--- src/rtl/fir_fold_dec2.sv ---
module fir_fold_dec2 #(
  parameter int DW    = 21,
  parameter int CW    = 16,
  parameter int NTAP  = 21,
  parameter int SHIFT = 15,
  parameter int AW    = $clog2((NTAP + 1) / 2)
) (
  input  logic                 clk,
  input  logic                 rst_n,
  input  logic                 in_valid,
  input  logic signed [DW-1:0] in_data,
  input  logic                 bank_sel,
  input  logic                 cfg_we,
  input  logic                 cfg_page,
  input  logic [AW-1:0]        cfg_addr,
  input  logic signed [CW-1:0] cfg_data,
  output logic                 out_valid,
  output logic signed [DW-1:0] out_data
);
  localparam int NU   = (NTAP + 1) / 2;
  localparam int CTR  = NU - 1;
  localparam int IW   = $clog2(NTAP);
  localparam int PW   = DW + 1;
  localparam int ACCW = DW + 1 + CW + AW;
  localparam logic signed [ACCW-1:0] HALF = ACCW'(1) << (SHIFT - 1);

  logic signed [DW-1:0] dline [NTAP];
  logic signed [DW-1:0] snap  [NTAP];
  logic signed [CW-1:0] coef  [2][NU];
  logic                 phase, busy, bsel_q;
  logic [AW-1:0]        idx;
  logic signed [ACCW-1:0] acc;

  wire start = in_valid && phase;
  wire last  = (idx == AW'(CTR));
  wire [IW-1:0] fwd = IW'(idx);
  wire [IW-1:0] mir = IW'(NTAP - 1) - IW'(idx);

  logic signed [PW-1:0]      pre;
  logic signed [PW+CW-1:0]   prod;
  logic signed [ACCW-1:0]    acc_nxt, rnd, sh;
  logic signed [DW-1:0]      sat;

  always_comb begin
    if (last) pre = {snap[fwd][DW-1], snap[fwd]};
    else      pre = {snap[fwd][DW-1], snap[fwd]} + {snap[mir][DW-1], snap[mir]};
    prod    = pre * coef[bsel_q][idx];
    acc_nxt = acc + ACCW'(prod);
    rnd     = acc_nxt + HALF;
    sh      = rnd >>> SHIFT;
    if (!(&sh[ACCW-1:DW-1]) && (|sh[ACCW-1:DW-1]))
      sat = sh[ACCW-1] ? {1'b1, {(DW-1){1'b0}}} : {1'b0, {(DW-1){1'b1}}};
    else
      sat = sh[DW-1:0];
  end

  always_ff @(posedge clk) begin
    if (!rst_n) begin
      for (int i = 0; i < NTAP; i++) begin
        dline[i] <= '0;
        snap[i]  <= '0;
      end
      for (int b = 0; b < 2; b++)
        for (int i = 0; i < NU; i++) coef[b][i] <= '0;
      phase     <= 1'b0;
      busy      <= 1'b0;
      bsel_q    <= 1'b0;
      idx       <= '0;
      acc       <= '0;
      out_valid <= 1'b0;
      out_data  <= '0;
    end else begin
      out_valid <= 1'b0;
      if (cfg_we && ({1'b0, cfg_addr} < (AW+1)'(NU)))
        coef[cfg_page][cfg_addr] <= cfg_data;
      if (in_valid) begin
        dline[0] <= in_data;
        for (int i = 1; i < NTAP; i++) dline[i] <= dline[i-1];
        phase <= ~phase;
      end
      if (busy) begin
        acc <= acc_nxt;
        idx <= idx + 1'b1;
        if (last) begin
          busy      <= 1'b0;
          out_valid <= 1'b1;
          out_data  <= sat;
        end
      end
      if (start) begin
        snap[0] <= in_data;
        for (int i = 1; i < NTAP; i++) snap[i] <= dline[i-1];
        busy   <= 1'b1;
        idx    <= '0;
        acc    <= '0;
        bsel_q <= bank_sel;
      end
    end
  end

  assert_single_pulse_R2: assert property (@(posedge clk) disable iff (!rst_n)
    out_valid |=> !out_valid);
  assert_no_overlap_R3: assert property (@(posedge clk) disable iff (!rst_n)
    start |-> (!busy || last));
  assert_out_after_mac_R3: assert property (@(posedge clk) disable iff (!rst_n)
    out_valid |-> $past(busy));
  assert_mac_ends_in_result_R3: assert property (@(posedge clk) disable iff (!rst_n)
    $fell(busy) |-> out_valid);
  assert_bank_held_R4: assert property (@(posedge clk) disable iff (!rst_n)
    (busy && $past(busy) && !$past(start)) |-> $stable(bsel_q));
endmodule

--- config.mk ---
export PLATFORM = sky130hd
export DESIGN_NAME = fir_fold_dec2
export DESIGN_NICKNAME = d
export VERILOG_FILES = /design/src/rtl/fir_fold_dec2.sv
export SDC_FILE = /design/constraint.sdc
export NUM_CORES = 2
export LEC_CHECK = 0
export ABC_CLOCK_PERIOD_IN_PS = 54100
export BUFFER_PORTS_ARGS = -buffer_cell sky130_fd_sc_hd__buf_2
export CORE_AREA = 2 2 461 463
export CTS_CLUSTER_SIZE = 20
export DETAILED_ROUTE_END_ITERATION = 10
export DIE_AREA = 0 0 463 465
export GPL_ROUTABILITY_DRIVEN = 0
export PLACE_DENSITY = 0.48
export SYNTH_ARGS = -nofsm -noshare
export SYNTH_HDL_FRONTEND = slang
export SYNTH_SLANG_ARGS = --single-unit
--- constraint.sdc ---
create_clock -name clk -period 54.1 [get_ports clk]
set_clock_uncertainty 0.2 [all_clocks]
set_input_delay 10.82 -clock clk [delete_from_list [all_inputs] [get_ports clk]]
set_output_delay 10.82 -clock clk [all_outputs]
set_load 0.05 [all_outputs]
=== Word-level counts from Yosys, hierarchy flattened ===
Memory sizes are Yosys's and may differ from the RTL's. A register that Yosys moved wholly into a read port is not among the register bits.
Index checks and enable logic that the tools add are counted.

* Logic and storage cells: 149
* Bits of input ports: 47
* Bits in registers: 71
* Bits in writable memories: 1234
* Output and inout port bits: 22
* Memories kept: 3

{| class="wikitable"
|+ Memory list
! memory !! words !! width !! read ports !! clocked after Yosys merged registers in !! wr ports !! RTL line !! RTL
|-
| dline || 21 || 21 || 20 || 0 || 21 || 27 || <nowiki>logic signed [DW-1:0] dline [NTAP];</nowiki>
|-
| snap || 21 || 21 || 2 || 1 || 21 || 28 || <nowiki>logic signed [DW-1:0] snap [NTAP];</nowiki>
|-
| coef || 2 || 176 || 1 || 1 || 2 || 29 || <nowiki>logic signed [CW-1:0] coef [2][NU];</nowiki>
|}

* Equal/unequal tests: 1
* $lt $le $gt $ge: 4
* Reductions and logical operators: 11
* $add $sub $neg: 5
* $mul: 1
* Muxes and demuxes: 71
* Bitwise logic cells: 46

{| class="wikitable"
|+ Operators with widths
! cell !! count
|-
| $mux 21 || 44
|-
| $mux 176 || 3
|-
| $reduce_or 176->1 || 1
|-
| $bmux 16 s4 || 1
|-
| $demux 16 s4 || 1
|-
| $mux 16 || 3
|-
| $add 42x16->42 const B || 1
|-
| $add 42x38->42 || 1
|-
| $or 1x1->1 || 42
|-
| $mul 22x16->38 || 1
|-
| $add 21x21->22 || 1
|-
| $mux 22 || 1
|-
| $mux 1 || 16
|-
| $ge 5x5->1 const B || 2
|-
| $mux 5 || 2
|-
| $not 4->5 || 2
|-
| $reduce_and 7->1 || 1
|-
| $reduce_or 7->1 || 1
|-
| $lt 5x1->1 const B || 1
|-
| $sub 5x4->5 const A || 1
|-
| $add 4x1->4 const B || 1
|-
| $eq 4x4->1 const B || 1
|-
| $logic_and 1x1->1 || 4
|-
| $lt 4x4->1 const B || 1
|-
| other kinds (4) || 6
|}

=== Longest topological paths before layout ===
* Depth in word-level cells: 11
* Mapped depth: 55
* Mapped depth without buffers: 46

=== Least setup slack after synthesis ===
No wires, ideal clock.

* Path type: input to register
* Start: in rst_n
* End: reg (tool-made name)
* Arrival: 23.705 ns
* Cell stages on the path: 5
* Path slack: 29.500 ns
* Library setup time: 0.695 ns
* Path buffers: 3
* Data required time: 53.205 ns
* Cells stage by stage: clkbuf_1 clkbuf_1 nand2_1 clkbuf_1 nor2_1

{| class="wikitable"
|+ RTL lines
! what !! RTL line !! RTL
|-
| start: declaration || 9 || <nowiki>input logic rst_n,</nowiki>
|}

=== Worst setup path in the final report ===
* Start: reg idx[1]
* End: reg out_data[18]

* Longest elaborated chain between the ends: 11

{| class="wikitable"
|+ Ends and longest elaborated chain
! what !! RTL line !! RTL
|-
| start: declaration || 31 || <nowiki>logic [AW-1:0] idx;</nowiki>
|-
| start signal: assignment || 83 || <nowiki>idx <= idx + 1'b1;</nowiki>
|-
| $sub 5x4->5 / $not 4->5 (equally long branches) || 37, 47 ||
|-
| $mem_v2 21x21 / $bmux 16 s4 (equally long branches) || -- ||
|-
| $add 21x21->22 / $mux 16 (equally long branches) || 46, 47 ||
|-
| $mux 22 / $mux 16 (equally long branches) || 45, 47 ||
|-
| $mul 22x16->38 || 47 || <nowiki>prod = pre * coef[bsel_q][idx];</nowiki>
|-
| $add 42x38->42 || 48 || <nowiki>acc_nxt = acc + ACCW'(prod);</nowiki>
|-
| $add 42x16->42 || 49 || <nowiki>rnd = acc_nxt + HALF;</nowiki>
|-
| $reduce_and 7->1 || 51 || <nowiki>if (!(&sh[ACCW-1:DW-1]) && (|sh[ACCW-1:DW-1]))</nowiki>
|-
| $logic_not 1->1 || 51 ||
|-
| $logic_and 1x1->1 || 51 ||
|-
| $mux 21 || 51 ||
|-
| end signal: assignment || 87 || <nowiki>out_data <= sat;</nowiki>
|-
| end: declaration || 18 || <nowiki>output logic signed [DW-1:0] out_data</nowiki>
|}

Parallel ways exist; a longest one is shown, timed or not. The select of a mux whose other input is x is not followed.
A chain may end at the register's enable or synchronous reset.

==> results.tsv <==
metric	value	unit
status	complete, no violations	
cts_root_buf	clkbuf_16	
initial_core_util	34.7	%
clk_pin_slew	0.06	ns
synthTopCellsByCount	edfxtp_1 (1213), and2_1 (723), inv_1 (545)	
synth_top_family_by_area	simple AND/OR/NAND/NOR gates	
die_h	465	µm
hold_end	bsel_q	
portBuffers	68	
synth_compound_area_share	4.03	%
yosys.area_share.adder	13.5	%
maxSlewHeadroom	15.8	%
postCtsSetupRepairBufs	0	
hold_ws	0.268	ns
synthCells	5477	
wl_per_cell	23.2	µm
cts_sinks	1289	
reg2reg_from	idx[1]	
slowest_stage	ha_4	
tightest_slew	1.26	ns
synthXorXnorAreaFrac	0.850	%
area_delta_synth_final	11.1	%
die_w	463	µm
muxShareOfSynthArea	11.1	%
path_delay_family	adder cells	
coreArea	0.211	mm²
grtUsageTotal	18.3	%
cts-buffers-inserted	146	
syn_area	0.0732	mm²
synth_nets	6073	
setup_tns	0	ns
max_freq	60.4	MHz
min_from	bsel_q	
die_area	0.215	mm²
grt_setup_unrepaired	false	
clk_path_buf_depth	3	
cts_tree	built	
ff2ff_path_depth	43	
worstSetupPathType	flip-flop to flip-flop	
ys_ff_latch	1289	
synthTopCellsByArea	edfxtp_1 (50%), fa_1 (11%), mux4_2 (10%)	
ys_async_sr_fraction	0	%
yosysMostFrequentCell	edfxtp_1	
layout_setup_ws	37.55	ns
netlist.area_leader.share	49.8	%
drt_pre_antenna_iters	5	
yosysTopAreaCell	edfxtp_1	
r2r_end	out_data[18]	
finalMaxSlewViolations	0	
ioPinCount	69	
syn_avg_cell_area	13.4	µm²
antenna_found_initial	9	
route.detailed.drc	0	
critPathBufInv	7	
vias	42900	
hold_viol_final	0	
grt_overflow	0	
crit_required	54.60	ns
drt-initial-drc-count	3233	
synthFlopType	edfxtp_1	
crit_fanout	39	
fin_crit_sh	30.6	%
final_nets	6040	
endpoint_kind	flip-flop	
cts_max_level	4	
hold_class	flip-flop to flip-flop	
max_cap_viol_count	0	
cts_hold_buf	0	
avgViaCountPerCell	5.12	
detail-route-antenna-nets	0	
ff2ff_setup_slack	37.55	ns
layout_min_cycle_time	16.55	ns
drt_wl_total	194000	µm
num_rows	169	
synthSimpleGateAreaFrac	13.9	%
synth_edf_count	1213	
grt_pass1_wl	299000	µm
clock_latency	0.81	ns
final-setup-viol-count	0	
ctsResizeCount	0	
grt_max_degree	230	
yosysSeqAreaShare	51.9	%
arrival	17.05	ns
grt_pass1_vias	45500	
place_ws	37.74	ns
dpl.hpwl	123000	µm
final_layout_size_suffix_gt1_share	14.9	%
min_path_cells	2	
crit_path_max_incr_delay	1.04	ns
worst_setup_path_start_kind	flip-flop	
synth_warnings	0	
cpMostUsedCell	fa_1	
ys_types	86	
## placed cells by master (no fill, tap or decap), types with 26 or more instances in the layout
cell type | synthesis | routed
buf_2 | 13 | 66
o22ai_1 | 44 | 44
nor3_1 | 31 | 28
inv_1 | 545 | 545
xnor2_1 | 48 | 46
dfxtp_1 | 76 | 66
and2_1 | 723 | 723
mux4_2 | 325 | 325
clkinv_1 | 3 | 37
o21ai_0 | 74 | 65
buf_4 | 3 | 102
mux2i_1 | 56 | 54
a21oi_1 | 122 | 110
and3_1 | 391 | 391
edfxtp_1 | 1213 | 1213
clkbuf_16 | 0 | 149
fa_1 | 400 | 400
nand3_1 | 38 | 38
ha_1 | 149 | 148
nand2b_1 | 36 | 35
clkbuf_1 | 296 | 27
nand2_1 | 256 | 255
nor2_1 | 249 | 239
nor2b_1 | 26 | 26
## final cells by class
class	count	area, µm²
fill	20000	130000
sequential	1289	38000
multi-input combinational	3286	32000
clock buffer	179	3870
tap	2821	3530
inverter	548	2060
timing repair buffer	173	1190
clock inverter	77	603
antenna	4	10.0
## tightest hold or removal path, delay by kind of cell, from the launching register on
kind	cells	cell delay, ns
flops	1	0.30
compound gates	1	0.06
simple gates	1	0.07
## per-stage QoR
step | area (µm²) | cells | util [%]
after floorplan | 73200 | 5477 | -
after global placement | 76800 | 8117 | 36.4
after detailed placement | 76800 | 8117 | 36.4
after CTS | 81300 | 8373 | 38.5
after global routing | 81300 | 8375 | 38.5
final | 81300 | 8377 | 38.5
## registers in the layout (all words and copies together) (netlist names), named ones only
signal,flops
coef,352
bsel_q,1
dline,420
idx,4
busy,1
out_valid,1
phase,1
snap,441
out_data,21
acc,42
## layer usage
metal	share of wire, %	vias up	wire (µm)	GRT usage (%)
li1	-	19400	-	-
met1	47	22500	91200	26.0
met2	47	867	91800	29.6
met3	4.0	240	7750	2.57
met4	1.8	6	3530	4.13
met5	0.020	-	39	0
## worst max-delay path by stage
stage	startpoint	endpoint	slack (ns)	cells past startpoint
floorplan	rst_n	flip-flop	29.50	5
global placement	idx[1]	out_data[3]	37.96	43
detailed placement	idx[1]	out_data[18]	37.74	43
CTS	idx[1]	out_data[18]	37.66	43
global route	idx[1]	out_data[1]	36.57	45
finish	idx[1]	out_data[18]	37.55	43
## kinds of logic (layout without fill, tap and decap cells)
kind of cell / Yosys count / in the layout
compound gates: 431 / 431
xor+xnor: 71 / 71
mux: 404 / 404
fa+ha+maj: 549 / 549
other cells: 0 / 4
flops: 1289 / 1289
buf+inv: 902 / 977
simple gates: 1831 / 1831
Power is not shown: default switching activity piles up to over one toggle a cycle in this logic, so the estimate is an artifact.
